### src/rtl/irq_hub_pkg.sv
package irq_hub_pkg;
  typedef enum logic [1:0] {
    SEL_NONE   = 2'd0,
    SEL_STATUS = 2'd1,
    SEL_ENABLE = 2'd2,
    SEL_SUBFLG = 2'd3
  } reg_sel_t;
endpackage

### src/rtl/irq_reg_decode.sv
module irq_reg_decode
  import irq_hub_pkg::*;
#(
  parameter int ADDR_W   = 12,
  parameter int OFS_STAT = 12'h000,
  parameter int OFS_EN   = 12'h010,
  parameter int OFS_SUB  = 12'h230
) (
  input  logic              wr_en,
  input  logic [ADDR_W-1:0] addr,
  output reg_sel_t          sel,
  output logic              stat_clr_en,
  output logic              en_tgl_en,
  output logic              sub_clr_en
);
  localparam logic [ADDR_W-1:0] A_STAT = ADDR_W'(OFS_STAT);
  localparam logic [ADDR_W-1:0] A_EN   = ADDR_W'(OFS_EN);
  localparam logic [ADDR_W-1:0] A_SUB  = ADDR_W'(OFS_SUB);

  always_comb begin
    sel = SEL_NONE;
    if (addr == A_STAT)     sel = SEL_STATUS;
    else if (addr == A_EN)  sel = SEL_ENABLE;
    else if (addr == A_SUB) sel = SEL_SUBFLG;
  end

  assign stat_clr_en = wr_en && (sel == SEL_STATUS);
  assign en_tgl_en   = wr_en && (sel == SEL_ENABLE);
  assign sub_clr_en  = wr_en && (sel == SEL_SUBFLG);
endmodule

### src/rtl/irq_sub_flags.sv
module irq_sub_flags #(
  parameter int W        = 16,
  parameter int N_SUB    = 2,
  parameter int BASE_BIT = 8,
  parameter int STRIDE   = 2
) (
  input  logic             clk,
  input  logic             rst_n,
  input  logic [N_SUB-1:0] sub_src,
  input  logic [W-1:0]     clr,
  output logic [W-1:0]     flags,
  output logic             any
);
  logic [W-1:0] set_vec;

  always_comb begin
    set_vec = '0;
    for (int k = 0; k < N_SUB; k++) set_vec[BASE_BIT + STRIDE*k] = sub_src[k];
  end

  always_ff @(posedge clk or negedge rst_n) begin
    if (!rst_n) flags <= '0;
    else        flags <= set_vec & ~clr;
  end

  assign any = |flags;

  for (genvar k = 0; k < N_SUB; k++) begin : g_chk
    localparam int P = BASE_BIT + STRIDE*k;
    AST_SUB_SET: assert property (@(posedge clk) disable iff (!rst_n)
      (sub_src[k] && !clr[P]) |=> flags[P]);
    AST_SUB_CLEAR: assert property (@(posedge clk) disable iff (!rst_n)
      clr[P] |=> !flags[P]);
    AST_SUB_DROP: assert property (@(posedge clk) disable iff (!rst_n)
      !sub_src[k] |=> !flags[P]);
  end
endmodule

### src/rtl/irq_status_bank.sv
module irq_status_bank #(
  parameter int W = 16
) (
  input  logic         clk,
  input  logic         rst_n,
  input  logic [W-1:0] lines,
  input  logic [W-1:0] clr,
  input  logic         en_tgl,
  input  logic [W-1:0] en_bits,
  output logic [W-1:0] status,
  output logic [W-1:0] enable,
  output logic         irq
);
  always_ff @(posedge clk or negedge rst_n) begin
    if (!rst_n) status <= '0;
    else        status <= lines & ~clr;
  end

  always_ff @(posedge clk or negedge rst_n) begin
    if (!rst_n)      enable <= '0;
    else if (en_tgl) enable <= enable ^ en_bits;
  end

  assign irq = |(status & enable);

  for (genvar i = 0; i < W; i++) begin : g_chk
    AST_CLR_WINS: assert property (@(posedge clk) disable iff (!rst_n)
      clr[i] |=> !status[i]);
    AST_LEVEL_SET: assert property (@(posedge clk) disable iff (!rst_n)
      (lines[i] && !clr[i]) |=> status[i]);
    AST_LEVEL_DROP: assert property (@(posedge clk) disable iff (!rst_n)
      !lines[i] |=> !status[i]);
  end

  AST_EN_TOGGLE: assert property (@(posedge clk) disable iff (!rst_n)
    en_tgl |=> (enable == ($past(enable) ^ $past(en_bits))));
  AST_EN_HOLD: assert property (@(posedge clk) disable iff (!rst_n)
    !en_tgl |=> $stable(enable));
endmodule

### src/rtl/irq_hub.sv
module irq_hub
  import irq_hub_pkg::*;
#(
  parameter int N_SRC    = 16,
  parameter int ADDR_W   = 12,
  parameter int N_SUB    = 2,
  parameter int SUB_BASE = 8,
  parameter int SUB_STEP = 2,
  parameter int CASC_LN  = 1
) (
  input  logic              clk,
  input  logic              rst_n,
  input  logic              wr_en,
  input  logic [ADDR_W-1:0] addr,
  input  logic [N_SRC-1:0]  wdata,
  output logic [N_SRC-1:0]  rdata,
  input  logic [N_SRC-1:0]  src,
  input  logic [N_SUB-1:0]  sub_src,
  output logic              irq
);
  localparam logic [N_SRC-1:0] CASC_BIT = N_SRC'(1) << CASC_LN;

  reg_sel_t         sel;
  logic             stat_clr_en, en_tgl_en, sub_clr_en;
  logic [N_SRC-1:0] stat_clr, sub_clr, lines;
  logic [N_SRC-1:0] status, enable, flags;
  logic             sub_any;

  irq_reg_decode #(.ADDR_W(ADDR_W)) u_dec (
    .wr_en(wr_en), .addr(addr), .sel(sel),
    .stat_clr_en(stat_clr_en), .en_tgl_en(en_tgl_en), .sub_clr_en(sub_clr_en)
  );

  assign stat_clr = stat_clr_en ? wdata : '0;
  assign sub_clr  = sub_clr_en  ? wdata : '0;

  irq_sub_flags #(.W(N_SRC), .N_SUB(N_SUB), .BASE_BIT(SUB_BASE), .STRIDE(SUB_STEP)) u_sub (
    .clk(clk), .rst_n(rst_n), .sub_src(sub_src), .clr(sub_clr),
    .flags(flags), .any(sub_any)
  );

  assign lines = src | (sub_any ? CASC_BIT : '0);

  irq_status_bank #(.W(N_SRC)) u_bank (
    .clk(clk), .rst_n(rst_n), .lines(lines), .clr(stat_clr),
    .en_tgl(en_tgl_en), .en_bits(wdata),
    .status(status), .enable(enable), .irq(irq)
  );

  always_comb begin
    case (sel)
      SEL_STATUS: rdata = status;
      SEL_ENABLE: rdata = enable;
      SEL_SUBFLG: rdata = flags;
      default:    rdata = '0;
    endcase
  end

  AST_CASCADE: assert property (@(posedge clk) disable iff (!rst_n)
    (sub_any && !stat_clr[CASC_LN]) |=> status[CASC_LN]);
  AST_UNMAPPED_QUIET: assert property (@(posedge clk) disable iff (!rst_n)
    (sel == SEL_NONE) |-> (rdata == '0));
endmodule

### config.mk
export PLATFORM = sky130hd
export DESIGN_NAME = irq_hub
export DESIGN_NICKNAME = d
export VERILOG_FILES = /design/src/rtl/irq_hub_pkg.sv /design/src/rtl/irq_reg_decode.sv /design/src/rtl/irq_sub_flags.sv /design/src/rtl/irq_status_bank.sv /design/src/rtl/irq_hub.sv
export SDC_FILE = /design/constraint.sdc
export NUM_CORES = 1
export LEC_CHECK = 0
export ABC_CLOCK_PERIOD_IN_PS = 2150
export CORE_MARGIN = 2
export CORE_UTILIZATION = 46
export DETAILED_ROUTE_END_ITERATION = 6
export PLACE_DENSITY = 0.91
export SLEW_MARGIN = 40
export SYNTH_ARGS = -nofsm -noshare
export SYNTH_HDL_FRONTEND = slang
export SYNTH_SLANG_ARGS = --single-unit
### constraint.sdc
create_clock -name clk -period 2.15 [get_ports clk]
set_input_delay 0.43 -clock clk [delete_from_list [all_inputs] [get_ports clk]]
set_output_delay 0.43 -clock clk [all_outputs]
set_load 0.05 [all_outputs]
[Word level (Yosys, flattened, before mapping)]
Cells that the tools add are included.
Word-level totals
  register bits: 48
  bits in latches: 0
  RAM bits: 0
  ROM bits: 0
  bits of input ports: 49
  output and inout bits: 17
  logic and storage cells: 28
  memories: 0
Cells by class
  add/sub/neg operators: 0
  multiply operators: 0
  divide/modulo/power cells: 0
  $lt $le $gt $ge: 0
  equality and inequality tests: 5
  shifts and indexed selects: 0
  multiplexer cells: 7
  bitwise logic cells: 7
  reductions and logical operators: 6
Operators with widths (count)
  one-hot mux 16 bit (3 select lines): 1
  AND 16 bit: 2
  two-way mux 16 bit: 2
  NOT 16 bit: 2
  OR reduction 16 bit: 2
  AND 11 x 16 -> 16 bit: 1
  OR 16 x 2 -> 16 bit: 1
  bitwise XOR 16 bit: 1
  == test 12 x 10 -> 1 bit, second input constant: 1
  == test 12 x 5 -> 1 bit, second input constant: 1
  zero test 12 bit: 1
  two-way mux 2 bit: 4
  == test 2 bit, second input constant: 2
  logical AND 1 bit: 3
  == test 2 x 1 -> 1 bit, second input constant: 1

[Depth between registers and ports, before layout]
Gate-level depths: netlist of the first run.
  depth in word-level cells: 9
  depth in mapped cells: 5
  mapped depth without buffers: 3

[Modules after synthesis]
A second synthesis of the first run with hierarchy kept.
Second synthesis, totals
  cells, all modules: 202
  area total of the unflattened synthesis: 2134.5 sq um
By module, submodules not included
  irq_status_bank: times used 1, cells an instance 91, area each 1221.2 sq um, sequential area each 800.8 sq um
  irq_hub: times used 1, cells an instance 74, area each 648.1 sq um, sequential area each 0.0 sq um
  irq_sub_flags: times used 1, cells an instance 20, area each 177.7 sq um, sequential area each 50.0 sq um
  irq_reg_decode: times used 1, cells an instance 17, area each 87.6 sq um, sequential area each 0.0 sq um

[Worst setup path before layout of the first run]
No wires, ideal clock.
  path type: input-to-output
  start point: in addr[1]
  end point: out rdata[10]
  data arrival time: 2.451 ns
  data required time: 1.720 ns
  setup slack: -0.731 ns
  cell stages on the path: 3
  path buffers: 0
  path through: nor4_4 nand4b_2 o32ai_1
On the way
  longest elaborated chain between the ends: 6
  elaborated cells between the ends (all ways): 10
  those cells by class: eq/ne (5); mux (4); reduce/logical (1)
Ends and longest elaborated chain
  start: declaration: line irq_hub.sv:14  | input logic [ADDR_W-1:0] addr,
  == test 12 x 10 -> 1 bit: line irq_reg_decode.sv:24  | else if (addr == A_SUB) sel = SEL_SUBFLG;
  two-way mux 2 bit: line irq_reg_decode.sv:24
  two-way mux 2 bit: line irq_reg_decode.sv:23  | else if (addr == A_EN) sel = SEL_ENABLE;
  two-way mux 2 bit *: line irq_reg_decode.sv:22  | if (addr == A_STAT) sel = SEL_STATUS;
  == test 2 bit or == test 2 x 1 -> 1 bit (tied branches): line irq_hub.sv:51  | case (sel)
  one-hot mux 16 bit (3 select lines) *: line irq_hub.sv:51
  end: declaration: line irq_hub.sv:16  | output logic [N_SRC-1:0] rdata,
Mark *: on every way between the ends. The rest lies on a longest branch, timed or not.

[Worst setup path in the final report of the first run]
  start point: in addr[11]
  end point: out rdata[8]
The elaborated chain is that of the path after synthesis.

==> results of run 1 <==
## power by group through the flow
stage	logic, mW	clock network, mW	registers, mW
floorplan	0.0990	0	0.678
global placement	0.240	0	0.680
detailed placement	0.247	0	0.681
CTS	0.248	0.484	0.669
global route	0.273	0.533	0.671
finish	0.258	0.487	0.670
## worst max-delay path: cells and delay by family
family	cells	cell delay [ns]
compound gates	1	0.34
simple gates	2	0.47
buf+inv	3	0.44
## layer usage
metal / share of wire / track usage / up-vias
met4: 0.036 / 0.111 / 0
li1: - / - / 859
met2: 0.53 / 0.441 / 92
met5: 0 / 0 / -
met3: 0.061 / 0.0599 / 24
met1: 0.38 / 0.315 / 908
## worst max path at each step
stage | startpoint | to | slack (ns)
floorplan | addr[2] | rdata[10] | -0.09
global placement | addr[5] | rdata[0] | -0.41
detailed placement | addr[5] | rdata[0] | -0.47
CTS | addr[0] | rdata[0] | 0.002
global route | addr[2] | rdata[8] | -0.02
finish | addr[11] | rdata[8] | 0.04
## synth_stat cells (all sizes together)
cell type	number
nor4	2
a22o	4
o31a	2
nand4b	2
and2	1
xnor2	16
nand3	1
nor4b	1
nand2	17
o41a	2
nor4bb	16
o21a	13
dfrtp	34
inv	2
buf	7
a22oi	2
nor3	1
o32ai	2
o32a	1
clkbuf	6
nor2	16
nor3b	1
a221oi	4
mux2i	14
nand4	17
## kinds of logic (layout without fill, tap and decap cells)
group / Yosys count / in the layout
buffers and inverters: 15 / 100
AO/OA/AOI/OAI: 30 / 30
XOR/XNOR: 16 / 16
AND/OR/NAND/NOR: 75 / 75
flip-flops: 34 / 34
multiplexers: 14 / 14
## registers in the layout, summed over array words and instances (netlist names)
name / count
u_bank.enable: 16
u_bank.status: 16
u_sub.flags: 2
## cell type report
| cell class | instances | area, um^2 | area share |
|---|---|---|---|
| Inverter | 2 | 7.51 | 0.00231 |
| Clock inverter | 1 | 5.00 | 0.00154 |
| Timing Repair Buffer | 90 | 1010 | 0.310 |
| Tap cell | 50 | 62.6 | 0.0193 |
| Multi-Input combinational cell | 135 | 1230 | 0.378 |
| Sequential cell | 34 | 851 | 0.262 |
| Clock buffer | 7 | 86.3 | 0.0266 |
## metrics by stage
stage | setup TNS [ns] | cell area [um^2] | hold slack [ns]
2_1_floorplan | -0.945 | 2090 | 0.134
3_3_place_gp | -6.40 | 3080 | 0.481
3_5_place_dp | -7.41 | 3080 | 0.492
4_1_cts | 0 | 3220 | 0.498
5_1_grt | -0.0170 | 3250 | 0.507
6_report | 0 | 3250 | 0.498
## repair_timing
action | 4_1_cts | 5_1_grt
pin swaps | 9 | 6
gates resized for setup | 35 | 14
endpoints found under the setup margin | 16 | 16
cloned | 0 | 0
buffers inserted | 2 | 2
==> impl_metrics.tcl, run 1 <==
set metrics [dict create \
    outcome "finished, final reports clean" \
    internal_power_mw 1.05 \
    rsz0062_at_grt "true" \
    synth_cell_type_count 29 \
    dieWidth_um 69.1 \
    synthAdderAreaFrac 0 \
    fmax_mhz 475 \
    final_common_cell "clkdlybuf4s50_1" \
    synth-simple-area-share 0.258 \
    dieArea_mm2 0.00478 \
    fp.dieH_um 69.1 \
    fp-row-count 23 \
    synth_top_family_by_area "simple AND/OR/NAND/NOR gates" \
    drive_above_1_share 0.297 \
    nNetsFinal 317 \
    cpMaxStageDelayCell "o32ai_4" \
    r2r_cells 1 \
    drc 0 \
    drt-total-wl_um 6160 \
    cp_data_required_time_ns 1.72 \
    cts_hold_buf 0 \
    yosysTopAreaCell "dfrtp_1" \
    synth_xor_area_frac 0.0718 \
    ant_nets 0 \
    coreArea_mm2 0.00403 \
    ys_top_cells_by_area "dfrtp_1 (44%), nor4bb_1 (8.2%), mux2i_1 (7.2%), xnor2_1 (7.2%), nand4_1 (5.4%)" \
    num-fill-cells 216 \
    muxShareOfSynthArea 0.0718 \
    ir_drop_mv 0.464 \
    period_share 0.979 \
    synth_top_area_share 0.436 \
    initial_utilization 0.484 \
    slew_headroom 0.709 \
    p_sw_mw 0.362 \
    dp_hpwl_um 4290 \
    hold_path_class "flop to flop" \
    hold_depth 1 \
    hold_path_end "u_bank.enable[14]$_DFFE_PN0P_" \
    path_max_fanout 4 \
    sequentialPowerShare 0.474 \
    final_cell_mix "clkdlybuf4s50_1 (36), dfrtp_1 (34), buf_4 (22)" \
    clock_path_buffers 2 \
    gp_congestion 0.793 \
    finish.utilization 0.806 \
    hold_violations 0 \
    clockPowerShare 0.344 \
    syn_nets 233 \
    dp.cells 307 \
    ys_seq_area_frac 0.436 \
    ioPinCount 66 \
    via_count 1883 \
    min_from "u_bank.enable[14]$_DFFE_PN0P_" \
    cts.clk_slew.worst_paths_ns 0.06 \
    power_frac_comb 0.182 \
    finalWorstSetupSlack_ns 0.0449 \
    ys_seq_elements 34 \
    syn_to_final_growth_pct 66.3 \
    cts.sinks 34 \
    finalSetupViolCount 0 \
    r2r_end "u_bank.status[1]$_DFF_PN0_" \
    drtIter0Drc 76 \
    syn_inst 184 \
    numCtsBuffers 5 \
    maxCapViolCount 0 \
    synthesis.area_mm2 0.00195 \
    grt_usage 0.260 \
    wire_per_inst_um 19.3 \
    power_mw 1.41 \
    grt_pass1_wl_um 9810 \
    power_density_mw_per_mm2 436 \
    ff2ff_setup_slack_ns 1.28 \
    vias_per_cell 5.90 \
    end_kind "output port" \
    cp-start-kind "input port" \
    period_needed_ns 2.11 \
    grt_pass1_vias 1941 \
    cts_tree "done" \
    grt_max_degree 35 \
    worstPathCellList "buf_8 -> nor4_4 -> buf_4 -> nand4b_4 -> o32ai_4 -> buf_12" \
    final_cells 319 \
    finClkSkew_ns 0.00377 \
    grt-ovfl-total 0 \
    r2r_start "u_sub.flags[10]$_DFF_PN0_" \
    dp_slack_ns -0.467 \
    max_stage_delay_ns 0.34 \
    synth_compound_area_frac 0.128 \
    worstMarginPinSlew_ns 0.436 \
    firstDrtPassIters 4 \
    swShare 0.256 \
    p_leak_nw 1.32 \
    yosys_warnings 0 \
    insertedDiodeCount 0 \
    htreeDepth 2 \
    root_buffer "clkbuf_8" \
    critPathKind "input port to output port" \
    port_buffers 65 \
    critical_path_arrival_ns 1.68 \
    syn_area_per_cell_um2 10.6 \
    antenna_found_initial 0 \
    clock_latency_ns 0.29 \
    maxSlewViolCount 0 \
]
Note: power is estimated with default switching activity, not from simulation.
==> run 2, diff against run 1 <==
--- a/config.mk
+++ b/config.mk
@@ -10,7 +10,6 @@
 export CORE_UTILIZATION = 46
 export DETAILED_ROUTE_END_ITERATION = 6
 export PLACE_DENSITY = 0.91
-export SLEW_MARGIN = 40
 export SYNTH_ARGS = -nofsm -noshare
 export SYNTH_HDL_FRONTEND = slang
 export SYNTH_SLANG_ARGS = --single-unit
==> results of run 2 <==
The final DEF is identical to that of run 1; final timing and power are the same.
